**config.mk**
```make
export PLATFORM = sky130hd
export DESIGN_NAME = mqd_decoder
export DESIGN_NICKNAME = d
export VERILOG_FILES = /design/src/rtl/mqd_decoder.sv
export SDC_FILE = /design/constraint.sdc
export NUM_CORES = 1
export LEC_CHECK = 0
export BUFFER_PORTS_ARGS = -buffer_cell sky130_fd_sc_hd__buf_2
export CAP_MARGIN = 20
export CORE_ASPECT_RATIO = 1.1
export CORE_UTILIZATION = 45
export DETAILED_ROUTE_END_ITERATION = 12
export PLACE_DENSITY = 0.73
export SYNTH_ARGS = -nofsm -noshare
export SYNTH_HDL_FRONTEND = slang
export SYNTH_SLANG_ARGS = --single-unit
```
**constraint.sdc**
```tcl
create_clock -name clk -period 4.02 [get_ports clk]
set_clock_uncertainty 0.05 [all_clocks]
set_input_delay 0.201 -clock clk [delete_from_list [all_inputs] [get_ports clk]]
set_output_delay 0.201 -clock clk [all_outputs]
set_load 0.01 [all_outputs]
```
**src/rtl/mqd_decoder.sv**
```systemverilog
module mqd_decoder #(
  parameter int CNT_W  = 12,
  parameter int LOCK_W = 4
) (
  input  logic              clk,
  input  logic              rst_n,
  input  logic              line_i,
  input  logic [CNT_W-1:0]  period_i,
  input  logic [LOCK_W-1:0] lock_n_i,
  input  logic              fall_one_i,
  output logic              bit_o,
  output logic              bit_vld_o,
  output logic              locked_o,
  output logic              terr_o
);
  localparam int EW = CNT_W + 1;

  logic              s1, s2, s3;
  logic              anch;
  logic [EW-1:0]     cnt;
  logic [LOCK_W-1:0] good;

  wire [EW-1:0] q1  = EW'(period_i >> 2);
  wire [EW-1:0] q3  = EW'(period_i) - q1;
  wire [EW-1:0] tmo = EW'(period_i) + q1;

  wire edg  = s2 ^ s3;
  wire acc  = edg && (!anch || cnt >= q3);
  wire tout = anch && !acc && cnt >= tmo;
  wire samp = locked_o && anch && !acc && cnt == q1;

  always_ff @(posedge clk) begin
    if (!rst_n) begin
      s1 <= 1'b0; s2 <= 1'b0; s3 <= 1'b0;
      anch <= 1'b0; cnt <= '0; good <= '0;
      locked_o <= 1'b0; terr_o <= 1'b0;
      bit_o <= 1'b0; bit_vld_o <= 1'b0;
    end else begin
      s1 <= line_i;
      s2 <= s1;
      s3 <= s2;
      terr_o    <= 1'b0;
      bit_vld_o <= 1'b0;
      if (acc) begin
        anch <= 1'b1;
        cnt  <= '0;
        if (anch) begin
          if (good != '1) good <= good + 1'b1;
          if (({1'b0, good} + 1'b1) >= {1'b0, lock_n_i}) locked_o <= 1'b1;
        end else begin
          good <= '0;
        end
      end else if (tout) begin
        anch     <= 1'b0;
        cnt      <= '0;
        good     <= '0;
        locked_o <= 1'b0;
        terr_o   <= 1'b1;
      end else if (anch) begin
        cnt <= cnt + 1'b1;
      end
      if (samp) begin
        bit_vld_o <= 1'b1;
        bit_o     <= fall_one_i ? ~s2 : s2;
      end
    end
  end

  p_vld_needs_lock_r9: assert property (@(posedge clk) disable iff (!rst_n)
    bit_vld_o |-> $past(locked_o));
  p_vld_single_r4: assert property (@(posedge clk) disable iff (!rst_n)
    bit_vld_o |=> !bit_vld_o);
  p_err_unlocks_r6: assert property (@(posedge clk) disable iff (!rst_n)
    terr_o |-> !locked_o);
  p_err_single_r6: assert property (@(posedge clk) disable iff (!rst_n)
    terr_o |=> !terr_o);
  p_blank_ignored_r5: assert property (@(posedge clk) disable iff (!rst_n)
    (anch && edg && cnt < q3 && cnt < tmo) |=> (cnt == $past(cnt) + 1'b1));
  p_lock_on_edge_r7: assert property (@(posedge clk) disable iff (!rst_n)
    $rose(locked_o) |-> $past(edg));
endmodule

```
==> results of run 1 <==
worst paths after layout:
kind	end	cells past startpoint	startpoint	slack (ns)
min	s1	2	line_i	0.1
max reg2reg	good[1]	8	cnt[0]	1.41
min reg2reg	s2	1	s1	0.39
max	good[1]	16	period_i[2]	0.39
cells by family (layout without fill, tap and decap cells):
family | after synthesis | after routing
buf+inv | 40 | 58
compound gates | 72 | 72
fa+ha+maj | 54 | 54
simple gates | 116 | 116
xor+xnor | 42 | 42
mux | 1 | 1
flops | 25 | 25
metrics by stage:
stage / cells / total power (W) / hold slack [ns] / utilization / setup WS (ns)
detailed placement: 444 / 0.0005201 / 0.3621 / 0.4947 / 0.1682
global placement: 444 / 0.0005138 / 0.3602 / 0.4947 / 0.2024
global route: 448 / 0.0007131 / 0.08104 / 0.5020 / 0.1628
floorplan: 350 / 0.0004558 / 0.2783 / - / 0.5382
CTS: 448 / 0.0006657 / 0.08934 / 0.5020 / 0.4159
finish: 448 / 0.0006596 / 0.09582 / 0.5020 / 0.3871
placed cells by master, fill, tap and decap left out, drive strengths merged, types with 6 or more instances in the layout:
master	instances
nor3	13
a21oi	22
nor2b	7
o21ai	7
inv	29
ha	52
nand3	16
buf	25
xnor2	35
dfxtp	25
xor2	7
nand2	23
and3	6
nor2	25
nand2b	6
flip-flops by register name, indices dropped and copies added (netlist names):
signal / cells
terr_o: 1
cnt: 13
s2: 1
bit_vld_o: 1
s1: 1
locked_o: 1
bit_o: 1
good: 4
anch: 1
s3: 1
power by group:
group	internal (W)	leakage (nW)	total, W	switching, W
clock network	0.0000707	0.0228	0.000144	0.0000729
registers	0.000251	0.202	0.000257	0.00000582
logic	0.000113	1.13	0.000259	0.000146
total	0.000435	1.35	0.000660	0.000225
layer usage:
metal  track usage  wire, microns  vias to the layer above
li1              -              -                     1274
met1        0.2349           2834                     1157
met2        0.3860           3221                       65
met3       0.01277            171                       11
met4       0.06734            155                        0
met5             0              0                        -
final cells by class:
cell class	count	area (sq um)	share of cell area
flip-flops and latches	25	500.5	0.1619
well taps	80	100.1	0.03239
multi-input cells	285	2206	0.7138
repair buffers	25	130.1	0.04211
inverters	29	108.9	0.03522
clock buffers	4	45.04	0.01457
critical path, delay by kind of cell:
family | cells | cell delay (ns)
compound gates | 8 | 2.00
xor+xnor | 1 | 0.15
fa+ha+maj | 3 | 0.91
buf+inv | 2 | 0.21
simple gates | 2 | 0.31
==> impl_metrics.json, run 1 <==
{
  "status": "completed",
  "ys_ff_latch": 25,
  "power_density_mw_per_mm2": 213.4,
  "post_dp_cell_area_sq_mm": 0.003045,
  "fp.dieH_microns": 85.67,
  "synth_seq_area_share": 0.1747,
  "dr.pass1.iters": 4,
  "cts_tree": "done",
  "antenna_cells": 0,
  "yosysTopAreaCell": "ha_1",
  "clk_path_buf_depth": 2,
  "synth_top_family_by_area": "adder cells",
  "relSlewSlack": 0.6064,
  "grt_first_pass_wirelength_microns": 10940,
  "worstPathRequired_ns": 4.16,
  "synth_top_area_frac": 0.2272,
  "vias_per_cell": 5.596,
  "hold_violations": 0,
  "antenna_found_initial": 0,
  "synth_edf_count": 0,
  "gp_congestion": 0.9219,
  "clock-root-buffer": "clkbuf_8",
  "syn_avg_cell_area_sq_um": 8.183,
  "finalInstanceArea_sq_mm": 0.003090,
  "rsz0062_at_grt": "false",
  "final.period_utilization": 0.9037,
  "cp_slowest_stage_delay_ns": 0.57,
  "worstMarginPinSlew_ns": 0.5904,
  "num_vias": 2507,
  "finalSetupViolations": 0,
  "grt_max_degree": 14,
  "async_flop_share": 0,
  "syn_to_final_growth_pct": 7.907,
  "synthCells": 350,
  "cts_sinks": 25,
  "first_iter_violations": 93,
  "initial_utilization": 0.4652,
  "rows": 30,
  "ant_nets": 0,
  "drv_slew": 0,
  "cap_violations": 0,
  "critPathLaunchType": "input pin",
  "synthSimpleGateAreaFrac": 0.2088,
  "synth.distinct_cells": 55,
  "numCtsBuffers": 3,
  "routed_wl_microns": 6383,
  "insertion_delay_ns": 0.27,
  "postCtsHoldBufs": 0,
  "synth-compound-area-share": 0.1883,
  "wire_per_inst_microns": 14.25,
  "drive_above_1_share": 0.1033,
  "final.min_clock_period_ns": 3.633,
  "io_buffers": 23,
  "fillers": 606,
  "p_leak_nw": 1.355,
  "syn_nets": 424,
  "synth_flop_cell": "dfxtp_1",
  "core_area_sq_mm": 0.006156,
  "synthTopCellsByCount": "ha_1, xnor2_1, inv_1",
  "synth.area.mux_share": 0.003495,
  "ys_warn_count": 0,
  "cts-htree-levels": 1,
  "cts_resized": 0,
  "crit_fanout": 12,
  "grtUsageTotal": 0.2015,
  "synth_fa_ha_area_frac": 0.2412,
  "max_freq_mhz": 275.3,
  "synth_xor_area_frac": 0.1284,
  "end_kind": "flip-flop",
  "post_cts_buffers": 0,
  "slowest_stage": "a311oi_4",
  "synthTopCellsByArea": "ha_1, dfxtp_1, xnor2_1",
  "finalSetupTns_ns": 0,
  "path_class": "input pin to flip-flop",
  "hpwl_microns": 5205,
  "die_width_microns": 78.07,
  "yosys.cell_count.top_type": "ha_1",
  "worstPathArrival_ns": 3.77,
  "grt_pass1_vias": 2495,
  "vdd_drop_max_v": 0.0002172,
  "cp_cell_sequence": "buf_2, ha_1, inv_1, fa_1, o21bai_1, a21oi_1, o311ai_1, nand2_1, xnor2_1, ha_1, and4_1, a21oi_1, o211ai_2, a311oi_4, o211ai_4, o22ai_1",
  "drc": 0,
  "syn_area_sq_mm": 0.002864,
  "die-area_sq_mm": 0.006688,
  "worstHoldPathType": "input pin to flip-flop",
  "fin_nets": 443,
  "clkSlewWorstSetupHoldPaths_ns": 0.07,
  "io_pins": 24,
  "overflow": 0
}
No activity file was read; power rests on OpenSTA's default activity.
==> inputs of run 2 (changes only) <==
ABC_AREA = 1   (was default)
==> impl_metrics.json, run 2 <==
{
  "grt_max_degree": 15,
  "drive_above_1_share": 0.1233,
  "hpwl_microns": 5694,
  "vdd_drop_max_v": 0.0001153,
  "numCtsBuffers": 3,
  "cap_violations": 0,
  "ys_ff_latch": 25,
  "yosys.cell_count.top_type": "nand2_1",
  "layout_commonest_cell": "nand2_1",
  "top_register": "cnt",
  "max_freq_mhz": 297.2,
  "routed_wl_microns": 6868,
  "cts_resized": 0,
  "vias_per_cell": 5.218,
  "final_cell_mix": "nand2_1, inv_1, ha_1",
  "rsz0062_at_grt": "false",
  "path_class": "input pin to flip-flop",
  "largest_reg_flops": 13,
  "finalSetupViolations": 0,
  "fp.dieH_microns": 89.23,
  "ys_warn_count": 0,
  "yosysTopAreaCell": "ha_1",
  "worstMarginPinSlew_ns": 0.4021,
  "wl_met1_microns": 3223,
  "cts_tree": "done",
  "overflow": 0,
  "holdWs_ns": 0.06476,
  "async_flop_share": 0,
  "synthCells": 429,
  "fin_nets": 521,
  "wl_met3_microns": 192,
  "cts-htree-levels": 1,
  "relSlewSlack": 0.7316,
  "die_width_microns": 81.30,
  "drc": 0,
  "crit_fanout": 13,
  "post_cts_buffers": 0,
  "top_regs": "cnt x13, good x4",
  "grt_first_pass_wirelength_microns": 11340,
  "synth_top_area_frac": 0.2090,
  "p_leak_nw": 1.668,
  "hold_violations": 0,
  "cts_sinks": 25,
  "syn_avg_cell_area_sq_um": 7.256,
  "rows": 31,
  "grtUsageTotal": 0.2015,
  "dr.pass1.iters": 4,
  "wire_per_inst_microns": 13.01,
  "final.period_utilization": 0.8370,
  "end_kind": "flip-flop",
  "synth_edf_count": 0,
  "route.met2.wl_microns": 3398,
  "antenna_cells": 0,
  "worstPathArrival_ns": 3.52,
  "synthTopCellsByArea": "ha_1, dfxtp_1, nand2_1",
  "status": "completed",
  "drv_slew": 0,
  "initial_utilization": 0.4693,
  "syn_nets": 503,
  "syn_area_sq_mm": 0.003113,
  "io_pins": 24,
  "power_density_mw_per_mm2": 217.2,
  "gp_congestion": 0.9194,
  "synth.distinct_cells": 39,
  "ant_nets": 0,
  "synthTopCellsByCount": "nand2_1, inv_1, ha_1",
  "clk_path_buf_depth": 2,
  "dr.max_layer_used": "met4",
  "post-place-ws_ns": 0.3773,
  "core_area_sq_mm": 0.006633,
  "setup_slack_ns": 0.6554,
  "insertion_delay_ns": 0.27,
  "finalSetupTns_ns": 0,
  "synth_seq_area_share": 0.1608,
  "final.min_clock_period_ns": 3.365,
  "worstPathRequired_ns": 4.17,
  "critPathLaunchType": "input pin",
  "num_vias": 2755,
  "worstHoldPathType": "input pin to flip-flop",
  "syn_to_final_growth_pct": 6.391,
  "clock-root-buffer": "clkbuf_8",
  "postCtsHoldBufs": 0,
  "synth_flop_cell": "dfxtp_1",
  "antenna_found_initial": 0,
  "first_iter_violations": 125,
  "io_buffers": 23,
  "grt_pass1_vias": 2502,
  "die-area_sq_mm": 0.007254,
  "clkSlewWorstSetupHoldPaths_ns": 0.08
}
## run 2: cell types whose count changed in the layout (fill, tap and decap cells not counted), moves of 8 or more
cell / before / now
nand2_1: 23 / 82
xnor2_1: 35 / 9
inv_1: 29 / 53
xor2_1: 7 / 29
nand4_1: 3 / 16
nand3_1: 16 / 28
nor2_4: 0 / 11
a21oi_1: 22 / 30
## run 2: final cells by class
cell class	count	area (sq um)
Fill cell	653	3321
Clock buffer	3	41.29
Tap cell	82	102.6
Timing Repair Buffer	23	115.1
Multi-Input combinational cell	338	2337
Sequential cell	25	500.5
Inverter	56	210.2
Clock inverter	1	5.005
## run 2: cell families after synthesis
kind of cell,count (synthesis),synth area share
fa+ha+maj,54,0.2219
flops,25,0.1608
simple gates,189,0.3039
xor+xnor,39,0.1158
compound gates,56,0.1093
buf+inv,66,0.08842
## run 2: through the flow
stage / util / instances / area [sq um] / power [W]
after floorplan: - / 429 / 3113 / 0.0005037
after global placement: 0.4924 / 524 / 3266 / 0.0005688
after detailed placement: 0.4924 / 524 / 3266 / 0.0005748
after CTS: 0.4993 / 528 / 3312 / 0.0007247
after global routing: 0.4993 / 528 / 3312 / 0.0007741
final: 0.4993 / 528 / 3312 / 0.0007195
## run 2: critical path, stage by stage
cell,delay (ns)
buf_2,0.15
inv_1,0.06
ha_1,0.42
inv_2,0.10
nor4_1,0.27
nor2_1,0.12
o21ai_1,0.25
nand2_1,0.13
o211ai_1,0.17
nand2_1,0.08
ha_1,0.30
nand2_2,0.11
inv_1,0.04
nand2_1,0.05
nand2_1,0.05
a21oi_2,0.16
nand4_1,0.17
nand2_2,0.18
nand3_4,0.30
nor2_1,0.18
## run 2: routing by layer
metal / track usage / vias up
li1: - / 1459
met1: 0.2489 / 1259
met2: 0.3667 / 31
met3: 0.03265 / 6
met4: 0.03734 / 0
met5: 0 / -
## run 2: path summary, 6_finish.rpt
check	endpoint	cells past startpoint	from	slack, ns
max	cnt[2]	20	period_i[4]	0.66
min reg2reg	s2	2	s1	0.37
max reg2reg	cnt[2]	10	cnt[7]	1.75
min	s1	3	line_i	0.06
## run 2: where the power goes
part	internal (W)	total, W	switching (W)
Sequential	0.000254	0.000264	0.0000102
Clock	0.0000694	0.000148	0.0000788
Combinational	0.000114	0.000307	0.000193
==> inputs of run 3 (changes only) <==
clock period = 3.2 ns   (was 4.02 ns; I/O delays follow)
==> impl_metrics.json, run 3 (synthesized netlist as in run 2, its figures left out) <==
{
  "dp.cells": 566,
  "grt_first_pass_wirelength_microns": 12230,
  "wl_met3_microns": 235,
  "clkSlewWorstSetupHoldPaths_ns": 0.08,
  "wl_met1_microns": 3234,
  "max_freq_mhz": 332.8,
  "path_class": "input pin to flip-flop",
  "switching_power_w": 0.0003797,
  "grt_pass1_vias": 2773,
  "crit_end": "cnt[5]",
  "insertion_delay_ns": 0.27,
  "relSlewSlack": 0.7003,
  "largest_reg_flops": 13,
  "post_dp_cell_area_sq_mm": 0.003593,
  "clk_path_buf_depth": 2,
  "grt_max_degree": 15,
  "vias_per_cell": 5.211,
  "antenna_found_initial": 0,
  "crit_fanout": 4,
  "worstHoldPathType": "input pin to flip-flop",
  "end_kind": "flip-flop",
  "worstMarginPinSlew_ns": 0.4489,
  "routed_wl_microns": 7506,
  "dr.pass1.iters": 5,
  "r2r-end": "cnt[5]",
  "top_register": "cnt",
  "clock-root-buffer": "clkbuf_8",
  "drc": 0,
  "first_iter_violations": 121,
  "num_vias": 2986,
  "combPwrFrac": 0.483,
  "top_regs": "cnt x13, good x4",
  "hpwl_microns": 6272,
  "finalSetupTns_ns": 0,
  "pwr-share-seq": 0.332,
  "regArea_sq_um": 500.5,
  "fp.dieH_microns": 89.23,
  "syn_to_final_growth_pct": 22.11,
  "io_pins": 24,
  "final.period_utilization": 0.9390,
  "antenna_cells": 0,
  "postCtsHoldBufs": 0,
  "clockPowerShare": 0.185,
  "final.min_clock_period_ns": 3.005,
  "overflow": 0,
  "critPathLaunchType": "input pin",
  "core_area_sq_mm": 0.006633,
  "io_buffers": 23,
  "grtUsageTotal": 0.2149,
  "cp_slowest_stage_delay_ns": 0.31,
  "multi_input_area_sq_mm": 0.002450,
  "cap_violations": 0,
  "final_cell_mix": "nand2_1, inv_1, ha_1",
  "p_leak_nw": 1.929,
  "numCtsBuffers": 3,
  "r2r-start": "cnt[8]",
  "wire_per_inst_microns": 13.10,
  "vdd_drop_max_v": 0.0001640,
  "worstPathRequired_ns": 3.31,
  "drv_slew": 0,
  "cp_cell_sequence": "buf_2, inv_1, ha_4, inv_2, nor4_1, nor2_1, o21ai_1, nand2_1, o211ai_1, nand2_1, ha_1, nand2_2, inv_1, nand2_1, nand2_1, a21oi_2, nand3_4, a21oi_4, o21ai_4, nand3_4, clkbuf_16, nor2_4",
  "setup_slack_ns": 0.1954,
  "status": "completed",
  "finalInstanceArea_sq_mm": 0.003801,
  "hold_violations": 0,
  "initial_utilization": 0.4693,
  "gp_congestion": 0.9327,
  "drive_above_1_share": 0.2525,
  "post-place-ws_ns": -0.2529,
  "cp.buffers_inverters": 5,
  "sw_frac_of_total": 0.3788,
  "route.met2.wl_microns": 3915,
  "layout_commonest_cell": "nand2_1",
  "rows": 31,
  "p_int_w": 0.0006227,
  "cpMostUsedCell": "nand2_1",
  "rrSetupSlack_ns": 1.02,
  "finalSetupViolations": 0,
  "die-area_sq_mm": 0.007254,
  "die_width_microns": 81.30,
  "slowest_stage": "ha_1",
  "cts-htree-levels": 1,
  "worstRegToRegCells": 12,
  "crit_family": "simple AND/OR/NAND/NOR gates",
  "ant_nets": 0,
  "critPathLaunch": "period_i[4]",
  "cp_num_cells": 22,
  "dr.max_layer_used": "met4",
  "cts_sinks": 25,
  "fin_cells": 573,
  "fin_nets": 566,
  "fillers": 613,
  "worstPathArrival_ns": 3.12,
  "cts_tree": "done",
  "power_density_mw_per_mm2": 263.7
}
run 3: changes by cell type in the layout (fill, tap and decap cells not counted), sizes merged:
cell,delta
clkbuf,+2
buf,+43
run 3: worst min-delay path by stage:
stage / end / cells after the start / startpoint / slack (ns)
after detailed placement: s1 / 3 / line_i / 0.30
after global placement: s1 / 3 / line_i / 0.29
after CTS: s1 / 3 / line_i / 0.02
final: s1 / 3 / line_i / 0.02
after floorplan: s1 / 2 / line_i / 0.21
after global routing: s1 / 3 / line_i / 0.03
run 3: timing repair:
action | 4_1_cts | 5_1_grt
endpoints found under the setup margin | 0 | 20
resized for setup | 0 | 33
setup buffers | 0 | 3
run 3: tightest hold or removal path, cell delays in order:
cell and delay, ns:
buf_2 0.07, nand2_1 0.04, inv_1 0.04
run 3: final cells by class:
cell class | count | area share
Timing Repair Buffer | 68 | 0.1294
Clock buffer | 3 | 0.01086
Inverter | 56 | 0.05530
Sequential cell | 25 | 0.1317
Tap cell | 82 | 0.02699
Clock inverter | 1 | 0.001317
Multi-Input combinational cell | 338 | 0.6445
run 3: power by group through the flow:
stage | clock [W] | sequential [W] | combinational (W)
final | 0.000186 | 0.000332 | 0.000485
after floorplan | 0 | 0.000334 | 0.000299
after CTS | 0.000193 | 0.000332 | 0.000456
after detailed placement | 0 | 0.000339 | 0.000452
after global placement | 0 | 0.000340 | 0.000442
after global routing | 0.000205 | 0.000335 | 0.000541
run 3: metal layers:
layer  vias to the layer above  global-route usage
met1                      1366              0.2663
met2                        64              0.4015
li1                       1545                   -
met5                         -                   0
met3                        11             0.02041
met4                         0             0.03734
run 3: metrics by stage:
step,power [W],hold WS (ns),utilization
after floorplan,0.0006328,0.2076,-
after detailed placement,0.0007916,0.2990,0.5418
after global routing,0.001080,0.02732,0.5731
after global placement,0.0007814,0.2912,0.5418
after CTS,0.0009810,0.01945,0.5488
final,0.001002,0.02030,0.5731
